==> src/rtl/ptw_pkg.sv <==
package ptw_pkg;

    typedef enum logic [2:0] {
        S_IDLE,
        S_DIR_REQ,
        S_DIR_WAIT,
        S_LEAF_REQ,
        S_LEAF_WAIT,
        S_WB,
        S_RESP
    } walk_st_e;

    typedef enum logic [1:0] {
        ACC_READ  = 2'd0,
        ACC_WRITE = 2'd1,
        ACC_EXEC  = 2'd2,
        ACC_RSVD  = 2'd3
    } acc_kind_e;

    localparam logic [1:0] FLT_NONE   = 2'd0;
    localparam logic [1:0] FLT_ABSENT = 2'd1;
    localparam logic [1:0] FLT_PROT   = 2'd2;

    // Entry flag positions
    localparam int PTE_V     = 0;
    localparam int PTE_R     = 1;
    localparam int PTE_W     = 2;
    localparam int PTE_X     = 3;
    localparam int PTE_REF   = 4;
    localparam int PTE_DIRTY = 5;

endpackage

==> src/rtl/ptw_entry_addr.sv <==
module ptw_entry_addr #(
    parameter int AW          = 32,
    parameter int PAGE_BITS   = 12,
    parameter int IDX_W       = 10,
    parameter int ENTRY_BYTES = 4
) (
    input  logic [AW-PAGE_BITS-1:0] frame,
    input  logic [IDX_W-1:0]        idx,
    output logic [AW-1:0]           addr
);
    localparam int SH = $clog2(ENTRY_BYTES);

    always_comb begin
        addr = {frame, {PAGE_BITS{1'b0}}} + (AW'(idx) << SH);
    end
endmodule

==> src/rtl/ptw_leaf_eval.sv <==
module ptw_leaf_eval
    import ptw_pkg::*;
#(
    parameter int DW = 32
) (
    input  logic [DW-1:0] pte,
    input  acc_kind_e     kind,
    output logic [1:0]    fault,
    output logic          need_wb,
    output logic [DW-1:0] pte_upd
);
    logic allowed;
    logic unused_frame;

    assign unused_frame = ^pte[DW-1:PTE_DIRTY+1];

    always_comb begin
        unique case (kind)
            ACC_READ:  allowed = pte[PTE_R];
            ACC_WRITE: allowed = pte[PTE_W];
            ACC_EXEC:  allowed = pte[PTE_X];
            default:   allowed = 1'b0;
        endcase

        if (!pte[PTE_V]) begin
            fault = FLT_ABSENT;
        end else if (!allowed) begin
            fault = FLT_PROT;
        end else begin
            fault = FLT_NONE;
        end

        pte_upd = pte;
        pte_upd[PTE_REF] = 1'b1;
        if (kind == ACC_WRITE) begin
            pte_upd[PTE_DIRTY] = 1'b1;
        end
        need_wb = (fault == FLT_NONE) && (pte_upd != pte);
    end
endmodule

==> src/rtl/ptw_walker.sv <==
module ptw_walker
    import ptw_pkg::*;
#(
    parameter int AW          = 32,
    parameter int PAGE_BITS   = 12,
    parameter int TBL_W       = 10,
    parameter int ENTRY_BYTES = 4
) (
    input  logic          clk,
    input  logic          rst_n,
    input  logic          req_valid,
    output logic          req_ready,
    input  logic [31:0]   req_vaddr,
    input  logic [1:0]    req_kind,
    input  logic [31:0]   ptbr,
    output logic          mem_req_valid,
    input  logic          mem_req_ready,
    output logic          mem_req_write,
    output logic [31:0]   mem_req_addr,
    output logic [31:0]   mem_req_wdata,
    input  logic          mem_rsp_valid,
    input  logic [31:0]   mem_rsp_rdata,
    output logic          rsp_valid,
    output logic [31:0]   rsp_paddr,
    output logic [1:0]    rsp_fault
);
    localparam int FRAME_W = AW - PAGE_BITS;
    localparam int DIR_LSB = PAGE_BITS + TBL_W;
    localparam int DIR_W   = AW - DIR_LSB;

    typedef struct packed {
        walk_st_e      st;
        logic [AW-1:0] va;
        acc_kind_e     kind;
        logic [AW-1:0] addr;
        logic          wr;
        logic [AW-1:0] wdata;
        logic [AW-1:0] paddr;
        logic [1:0]    fault;
    } walk_t;

    walk_t walk_d, walk_q;

    logic [AW-1:0] dir_addr;
    logic [AW-1:0] leaf_addr;
    logic [1:0]    leaf_fault;
    logic          leaf_need_wb;
    logic [AW-1:0] leaf_upd;
    logic          unused_bits;

    assign unused_bits = ^{ptbr[PAGE_BITS-1:0], walk_q.va[AW-1:DIR_LSB]};

    ptw_entry_addr #(
        .AW(AW), .PAGE_BITS(PAGE_BITS), .IDX_W(DIR_W), .ENTRY_BYTES(ENTRY_BYTES)
    ) u_dir_addr (
        .frame (ptbr[AW-1:PAGE_BITS]),
        .idx   (req_vaddr[AW-1:DIR_LSB]),
        .addr  (dir_addr)
    );

    ptw_entry_addr #(
        .AW(AW), .PAGE_BITS(PAGE_BITS), .IDX_W(TBL_W), .ENTRY_BYTES(ENTRY_BYTES)
    ) u_leaf_addr (
        .frame (mem_rsp_rdata[AW-1:PAGE_BITS]),
        .idx   (walk_q.va[DIR_LSB-1:PAGE_BITS]),
        .addr  (leaf_addr)
    );

    ptw_leaf_eval #(
        .DW(AW)
    ) u_leaf_eval (
        .pte     (mem_rsp_rdata),
        .kind    (walk_q.kind),
        .fault   (leaf_fault),
        .need_wb (leaf_need_wb),
        .pte_upd (leaf_upd)
    );

    always_comb begin
        walk_d = walk_q;
        unique case (walk_q.st)
            S_IDLE: begin
                if (req_valid) begin
                    walk_d.va    = req_vaddr;
                    walk_d.kind  = acc_kind_e'(req_kind);
                    walk_d.addr  = dir_addr;
                    walk_d.wr    = 1'b0;
                    walk_d.fault = FLT_NONE;
                    walk_d.paddr = '0;
                    walk_d.st    = S_DIR_REQ;
                end
            end
            S_DIR_REQ: begin
                if (mem_req_ready) walk_d.st = S_DIR_WAIT;
            end
            S_DIR_WAIT: begin
                if (mem_rsp_valid) begin
                    if (!mem_rsp_rdata[PTE_V]) begin
                        walk_d.fault = FLT_ABSENT;
                        walk_d.paddr = '0;
                        walk_d.st    = S_RESP;
                    end else begin
                        walk_d.addr  = leaf_addr;
                        walk_d.st    = S_LEAF_REQ;
                    end
                end
            end
            S_LEAF_REQ: begin
                if (mem_req_ready) walk_d.st = S_LEAF_WAIT;
            end
            S_LEAF_WAIT: begin
                if (mem_rsp_valid) begin
                    walk_d.fault = leaf_fault;
                    if (leaf_fault != FLT_NONE) begin
                        walk_d.paddr = '0;
                        walk_d.st    = S_RESP;
                    end else begin
                        walk_d.paddr = {mem_rsp_rdata[AW-1:PAGE_BITS],
                                        walk_q.va[PAGE_BITS-1:0]};
                        if (leaf_need_wb) begin
                            walk_d.wr    = 1'b1;
                            walk_d.wdata = leaf_upd;
                            walk_d.st    = S_WB;
                        end else begin
                            walk_d.st    = S_RESP;
                        end
                    end
                end
            end
            S_WB: begin
                if (mem_req_ready) begin
                    walk_d.wr = 1'b0;
                    walk_d.st = S_RESP;
                end
            end
            S_RESP: begin
                walk_d.st = S_IDLE;
            end
            default: begin
                walk_d.st = S_IDLE;
            end
        endcase
    end

    always_ff @(posedge clk) begin
        if (!rst_n) begin
            walk_q.st    <= S_IDLE;
            walk_q.va    <= '0;
            walk_q.kind  <= ACC_READ;
            walk_q.addr  <= '0;
            walk_q.wr    <= 1'b0;
            walk_q.wdata <= '0;
            walk_q.paddr <= '0;
            walk_q.fault <= FLT_NONE;
        end else begin
            walk_q <= walk_d;
        end
    end

    assign req_ready     = (walk_q.st == S_IDLE);
    assign mem_req_valid = (walk_q.st == S_DIR_REQ) || (walk_q.st == S_LEAF_REQ)
                           || (walk_q.st == S_WB);
    assign mem_req_write = walk_q.wr;
    assign mem_req_addr  = walk_q.addr;
    assign mem_req_wdata = walk_q.wdata;
    assign rsp_valid     = (walk_q.st == S_RESP);
    assign rsp_paddr     = walk_q.paddr;
    assign rsp_fault     = walk_q.fault;

endmodule

==> config.mk <==
export PLATFORM = sky130hd
export DESIGN_NAME = ptw_walker
export DESIGN_NICKNAME = d
export VERILOG_FILES = /design/src/rtl/ptw_pkg.sv /design/src/rtl/ptw_entry_addr.sv /design/src/rtl/ptw_leaf_eval.sv /design/src/rtl/ptw_walker.sv
export SDC_FILE = /design/constraint.sdc
export NUM_CORES = 1
export LEC_CHECK = 0
export BUFFER_PORTS_ARGS = -buffer_cell sky130_fd_sc_hd__buf_4
export CELL_PAD_IN_SITES_DETAIL_PLACEMENT = 2
export CELL_PAD_IN_SITES_GLOBAL_PLACEMENT = 2
export CORE_AREA = 2 2 150 152
export DETAILED_ROUTE_END_ITERATION = 8
export DIE_AREA = 0 0 152 154
export PLACE_DENSITY_LB_ADDON = 0.1
export REMOVE_ABC_BUFFERS = 1
export SETUP_SLACK_MARGIN = 0.3
export SLEW_MARGIN = 40
export SYNTH_ARGS = -nofsm -noshare
export SYNTH_HDL_FRONTEND = slang
export SYNTH_SLANG_ARGS = --single-unit
==> constraint.sdc <==
create_clock -name clk -period 1.9 [get_ports clk]
set_clock_uncertainty 0.05 [all_clocks]
set_input_delay 0.38 -clock clk [delete_from_list [all_inputs] [get_ports clk]]
set_output_delay 0.38 -clock clk [all_outputs]
set_load 0.03 [all_outputs]
# Word level (Yosys, flattened, before mapping)
# Cells that the tools add are included.
# word_totals
register_bits	136
inputBits	103
output_inout_bits	102
word_cells	73
# classes
n_mux	27
eq_ne	19
bitwise	1
add_sub_neg	2
n_reduce_logical	16
# ops
op	n
$mux 34	3
$pmux 34 s3	1
$mux 32	3
$mux 70	1
$mux 67	1
$mux 33	2
$add 32x12->32	2
$pmux 32 s2	1
$mux 3	7
$ne 2x2->1 const B	10
$pmux 3 s6	1
$reduce_and 6->1	2
$eq 3x3->1 const B	3
$reduce_and 4->1	2
$eq 3x2->1 const B	2
$mux 2	3
$pmux 1 s3	2
$reduce_bool 3->1	2
$reduce_and 5->1	1
$logic_not 2->1	2
$reduce_bool 2->1	2
$eq 3x1->1 const B	1
$logic_not 3->1	1
$eq 2x1->1 const B	1
7 further kinds	9

# Logic depth before layout (Yosys ltp)
# Gate-level depths: netlist (run 1).
# logic_depth
ltp_word	10
depth_mapped	7

# Cells and area by module
# From an unflattened synthesis (run 1), not the netlist that was laid out.
# unflattened
hier_cells	842
hier_area_um2	6854.1
# by_module_without_submodules
mod	area_per_inst_um2	instances	cells_per_inst	seq_area_each_um2
ptw_walker	6075.8	1	735	2522.4
ptw_entry_addr	244.0	2	33	0.0
ptw_leaf_eval	290.3	1	41	0.0

# Worst setup path before layout (run 1)
# No wires, ideal clock.
# synth_path
path_kind	register to register
start	register walk_q[133] in the netlist's numbering
end	register walk_q[101] in the netlist's numbering
setup_time_ps	70
t_required_ps	1780
arrival_time_ps	1947
synth_period_minus_slack_ps	2067
setup_slack_ps	-167
stages_incl_launch_ff	8
path_cell_list	dfxtp_1 -> buf_2 -> nor3_1 -> and2_1 -> clkbuf_1 -> buf_2 -> nand2_1 -> a21oi_1
# synth_via
elab_chain_len	2
# synth_rtl
item	line	text
from (decl)	ptw_walker.sv:42	walk_t walk_d, walk_q;
from (signal assigned)	ptw_walker.sv:156	walk_q <= walk_d;
$logic_not 3->1	--	
net req_ready	ptw_walker.sv:12	output logic req_ready,
$reduce_and 2->1 (no source line)	--	
# The timed path passes the listed nets, and every way through them passes these cells.
# A chain may end at the register's enable or synchronous reset.

# Worst setup path after layout (run 1)
# layout_path
start	register walk_q[133] in the netlist's numbering
end	register walk_q (netlist bit rsp_paddr[24])
# layout_via
elab_chain_len	3
elab_cells_between_ends	10
cone_classes	eq/ne (6); mux (1); reduce/logical (3)
# layout_rtl
item	line	text
$eq 3x2->1 (tied with other cells)	ptw_walker.sv:81	unique case (walk_q.st)
$ne 2x2->1 (no source line) or $reduce_bool 3->1 (tied branches)	--	
$reduce_and 5->1 (no source line)	--	
# Parallel ways exist; a longest one is shown, timed or not.

==> flow_summary.yaml, run 1 <==
outcome:
  outcome: "complete, but fails checks"
  violations: "negative setup slack"
synth:
  yosysUniqueCellTypes: 47
  yosys_warnings: 0
  synth_enable_flop_cells: 0
  synthFlopType: "dfxtp_1"
  syn_avg_cell_area_sq_um: 8.19
  syn-cell-area_sq_um: 6010
  synthCells: 734
  ys_seq_area_share_pct: 41.3
  async_flop_share_pct: 0
  ys_seq_elements: 124
timing:
  fmax_mhz: 517
  finalSetupViolCount: 2
  hold_viol_final: 0
  period_share_pct: 102
  grt_setup_unrepaired: "true"
  post-route-min-period_ns: 1.93
  maxSlewViolCount: 0
  finalWorstSetupSlack_ns: -0.0347
power_and_ir_drop:
  ir_worst_vdd_v: 0.000645
  leakage_nw: 3.87
  power.density_nw_per_um2: 883
worst_setup_path:
  worstSetupPathType: "reg2reg"
  path_max_fanout: 5
  r2r-end: "rsp_paddr[24]"
  r2r_start: "walk_q[133]"
  r2r_setup_slack_ns: -0.03
  end_kind: "flop"
  required_ns: 2.14
  critical_path_arrival_ns: 2.18
  crit_path_start_kind: "flop"
  r2r_cells: 10
run:
  max_cap_violations: 0
place:
  place_ws_ns: -0.0183
  place.gp.congestion: 0.786
  hpwl_microns: 15800
  place.port_buffers: 190
floorplanning:
  rows: 54
  core_sq_um: 21700
  dieArea_sq_um: 23400
  die_y_microns: 154
  die_x_microns: 152
  initial_core_util_pct: 27.7
  io_pins: 205
finish:
  final_core_util_pct: 48.5
  nNetsFinal: 1003
  drive_above_1_share_pct: 60.9
  diodes: 0
  syn_to_final_growth_pct: 74.8
routing:
  first_pass_iters: 4
  vias: 6353
  drt_iter0_drc: 277
  viasPerCell: 5.33
  ant_nets: 0
  drc: 0
  drt-total-wl_microns: 33200
  wire_per_inst_microns: 27.8
clock_network:
  cts.clk_slew.worst_paths_ns: 0.06
  root_buffer: "clkbuf_16"
  cts.sinks: 124
  cts_tree: "yes"
  cts_buffers: 17
  cts-htree-levels: 4
  clock_path_buffers: 2
  clk_latency_ns: 0.43
grt:
  grtUsageMet3_pct: 6.09
  antenna_found_initial: 0
  met2_usage_pct: 43.6
  grt_pass1_vias: 6726
  grt_pass1_wl_microns: 42800
  gr-max-usage-layer: "met2"
  grt.overflow.total: 0
  grt.met1_usage_pct: 28.3
  grt_max_degree: 30
  grt_usage_pct: 23.9
hold_path:
  hold_end: "walk_q[105]"
  min_path_cells: 3
  hold_path.class: "in2reg"
  min_from: "req_vaddr[4]"
-- flip-flops by register name, indices dropped and copies added (netlist names) --
name	cells
walk_q	27
mem_req_addr	30
mem_req_write	1
rsp_fault	2
mem_req_wdata	32
rsp_paddr	32
-- per-stage QoR --
step / total power [mW] / std cells / hold slack, ns / instance area, sq um / setup TNS (ns)
after floorplan: 3.71 / 575 / 0.387 / 4960 / -120.95
after global placement: 4.53 / 1081 / 0.392 / 7190 / 0
after detailed placement: 4.58 / 1081 / 0.405 / 7190 / -0.0551
after CTS: 8.67 / 1165 / 0.136 / 9200 / 0
after global routing: 9.58 / 1193 / 0.154 / 10500 / -0.159
final: 9.28 / 1193 / 0.141 / 10500 / -0.0653
-- layout make-up --
type	instances	area [sq um]
clock buffers	22	474
clock inverters	10	114
fillers	2152	11200
inverters	5	25.0
multi-input cells	446	3700
flip-flops and latches	124	2500
well taps	280	350
repair buffers	306	3350
-- worst max-delay path by stage --
stage / start / endpoint
floorplan: rst_n / walk_q[133]
global placement: mem_rsp_rdata[5] / mem_req_wdata[26]
detailed placement: mem_rsp_rdata[5] / mem_req_wdata[14]
CTS: walk_q[133] / mem_req_valid
global route: walk_q[133] / mem_req_addr[24]
finish: walk_q[133] / rsp_paddr[24]
-- where the power goes --
| part | internal, mW | switching (mW) | total [mW] |
|---|---|---|---|
| Clock | 2.03 | 1.31 | 3.34 |
| Sequential | 2.76 | 0.131 | 2.89 |
| Combinational | 1.37 | 1.68 | 3.05 |
-- synthesized netlist by cell type (2+ instances only) --
cell         n  area, sq um
nand3_1     91          455
nand2_1     85          319
and2_1       2         12.5
nor3_1       2         10.0
clkbuf_1    40          150
a211oi_4     2         40.0
a21oi_1     99          495
a311oi_2    18          270
nand3_2      2         20.0
nor2_1      32          120
o211a_1      2         20.0
buf_4       99          743
buf_6        9          101
dfxtp_1    124         2480
buf_2       11         55.1
inv_1        4         15.0
nand3b_1     2         15.0
nor2b_1      2         12.5
o21ai_0     46          230
o21ai_1     18         90.1
a311oi_1    12          105
o21a_1       3         22.5
o2111ai_1    2         17.5
nand2b_1     4         25.0
-- repair_timing --
| item | in CTS | in global routing |
|---|---|---|
| resized for setup | 160 | 215 |
| pin swaps | 104 | 98 |
| hold buffers | 0 | 0 |
| endpoints found under the hold margin | 0 | 0 |
| setup buffers | 35 | 16 |
| cloned | 17 | 12 |
| setup endpoints to repair | 114 | 125 |
-- worst max-delay path, cell delays in order (launching register included) --
cell and delay, ns:
dfxtp_4 0.37, buf_8 0.13, clkinvlp_4 0.10, buf_6 0.11
buf_6 0.12, buf_12 0.11, o21ai_4 0.09, buf_6 0.17
clkbuf_16 0.16, o21ai_0 0.25, a21oi_1 0.13
-- cells by family after synthesis --
| family | Yosys count | synth area share, % |
|---|---|---|
| AND/OR/NAND/NOR | 231 | 17.8 |
| AO/OA/AOI/OAI | 212 | 22.8 |
| buffers and inverters | 165 | 17.9 |
| flip-flops | 124 | 41.3 |
| multiplexers | 1 | 0.166 |
| other | 1 | 0.0624 |
-- cell usage in the layout, fill, tap and decap left out, drive strengths merged, types with 4 or more instances in the layout --
| master | netlist | routed |
|---|---|---|
| buf | 119 | 296 |
| nand2b | 4 | 4 |
| dfxtp | 124 | 124 |
| clkbuf | 41 | 32 |
| inv | 4 | 5 |
| o21ai | 65 | 65 |
| nand3 | 93 | 93 |
| nand2 | 85 | 85 |
| a311oi | 30 | 30 |
| a21oi | 99 | 99 |
| clkinv | 1 | 6 |
| nor2 | 34 | 34 |
-- per-layer routing --
metal	share of wire, %	wire (microns)
met1	40	13200
met4	3.2	1050
met2	52	17300
met5	0	0
met3	4.9	1620
Power figures use the tool's default switching activity.
==> run 2, diff against run 1 <==
SETUP_SLACK_MARGIN = default   (was 0.3)
==> flow_summary.yaml, run 2 (synthesized netlist as in run 1, its figures left out) <==
finish:
  final_common_cell: "buf_4"
  syn_to_final_growth_pct: 30.2
  final_core_util_pct: 36.1
  nNetsFinal: 924
  regArea_sq_um: 2490
  fillCellCount: 2457
  multi_input_area_sq_um: 2510
  drive_above_1_share_pct: 35.4
  diodes: 0
  final_area_sq_um: 7830
  final_cell_mix: "buf_4 (212), dfxtp_1 (121), a21oi_1 (98)"
worst_setup_path:
  end_kind: "output pin"
  path_max_fanout: 6
  required_ns: 1.47
  r2r_cells: 5
  r2r_setup_slack_ns: 0.12
  crit_path_start_kind: "flop"
  worstSetupPathType: "reg2out"
  r2r-end: "mem_req_wdata[14]"
  r2r_start: "walk_q[99]"
  cp-startpoint: "walk_q[133]"
  critical_path_arrival_ns: 1.42
grt:
  grt_max_degree: 41
  grt_pass1_vias: 6107
  grt_usage_pct: 19.5
  grt.overflow.total: 0
  antenna_found_initial: 0
  grt_pass1_wl_microns: 35900
power_and_ir_drop:
  swShare_pct: 30.5
  p_int_mw: 5.42
  pwr-share-clk_pct: 42.0
  ir_worst_vdd_v: 0.000644
  leakage_nw: 3.05
  switchingPower_mw: 2.38
  pwr-share-seq_pct: 36.6
  p_comb_share_pct: 21.4
  power.density_nw_per_um2: 997
timing:
  maxSlewViolCount: 0
  post-route-min-period_ns: 1.85
  finalSetupViolCount: 0
  finalWorstSetupSlack_ns: 0.0550
  grt_setup_unrepaired: "true"
  hold_viol_final: 0
  fmax_mhz: 542
  hold_slack_ns: 0.156
  period_share_pct: 97.1
clock_network:
  cts_tree: "yes"
  clk_latency_ns: 0.42
  cts.sinks: 124
  cts.clk_slew.worst_paths_ns: 0.06
  root_buffer: "clkbuf_16"
  clock_path_buffers: 2
  cts_buffers: 17
  cts-htree-levels: 4
  ctsHoldBuffers: 0
place:
  place_ws_ns: -0.0183
  hpwl_microns: 15800
  place.gp.congestion: 0.786
  post_dp_cell_area_sq_um: 7190
  place.port_buffers: 190
outcome:
  outcome: "completed"
floorplanning:
  dieArea_sq_um: 23400
  core_sq_um: 21700
  rows: 54
  io_pins: 205
  die_y_microns: 154
  initial_core_util_pct: 27.7
  die_x_microns: 152
routing:
  drt_iter0_drc: 223
  viasPerCell: 4.97
  drt-total-wl_microns: 22700
  ant_nets: 0
  vias: 5542
  first_pass_iters: 4
  wire_per_inst_microns: 20.4
  drc: 0
hold_path:
  min_path_cells: 3
  hold_end: "walk_q[105]"
  hold_path.class: "in2reg"
  min_from: "req_vaddr[4]"
run:
  max_cap_violations: 0
-- run 2: cell types whose count changed in the layout (fill, tap and decap cells not counted), moves of 24 or more --
cell / before / now
a21oi_1: 52 / 98
nand3_1: 23 / 90
o21ai_0: 7 / 46
nand3_4: 26 / 0
a21oi_2: 44 / 0
nand3_2: 44 / 3
buf_6: 27 / 3
-- run 2: layer usage --
metal	global-route usage [%]	up-vias	part of all wire, %
li1	-	2631	-
met1	24.0	2765	44
met2	33.2	122	50
met3	5.86	24	5.1
met4	5.07	0	1.5
met5	0	-	0
-- run 2: layout make-up --
class | count | share of cell area, %
clock buffer | 22 | 6.06
clock inverter | 10 | 1.45
inverter | 5 | 0.320
multi-input combinational | 446 | 32.1
sequential | 124 | 31.8
tap | 280 | 4.48
timing repair buffer | 227 | 23.8
-- run 2: worst max-delay path: stages, from the launching register on --
cell and delay [ns]:
dfxtp_4 0.38, buf_6 0.16, clkinvlp_4 0.13, a21oi_4 0.16
buf_6 0.15
-- run 2: worst max-delay path by stage --
stage / to / slack (ns) / cells after the start
final: mem_req_valid / 0.05 / 4
after global routing: mem_req_valid / -0.001 / 4
after CTS: req_ready / 0.004 / 2
after detailed placement: mem_req_wdata[14] / -0.02 / 6
after global placement: mem_req_wdata[26] / 0.02 / 6
after floorplan: walk_q[133] / -1.22 / 3
-- run 2: power by group through the flow --
stage / Clock, mW / Sequential, mW / Combinational [mW]
final: 3.28 / 2.85 / 1.67
after global routing: 3.49 / 2.87 / 1.81
after CTS: 3.37 / 2.85 / 1.69
after detailed placement: 0 / 2.91 / 1.67
after global placement: 0 / 2.90 / 1.64
after floorplan: 0 / 3.09 / 0.617
-- run 2: metrics by stage --
stage / cells / total power [mW] / TNS [ns]
floorplan: 575 / 3.71 / -120.95
global placement: 1081 / 4.53 / 0
detailed placement: 1081 / 4.58 / -0.0551
CTS: 1114 / 7.92 / 0
global route: 1114 / 8.17 / -0.00147
finish: 1114 / 7.80 / 0
-- run 2: repair_timing --
action / CTS / global route
buffers inserted: 1 / 0
setup endpoints to repair: 1 / 44
gates cloned: 0 / 0
gates resized for setup: 6 / 5
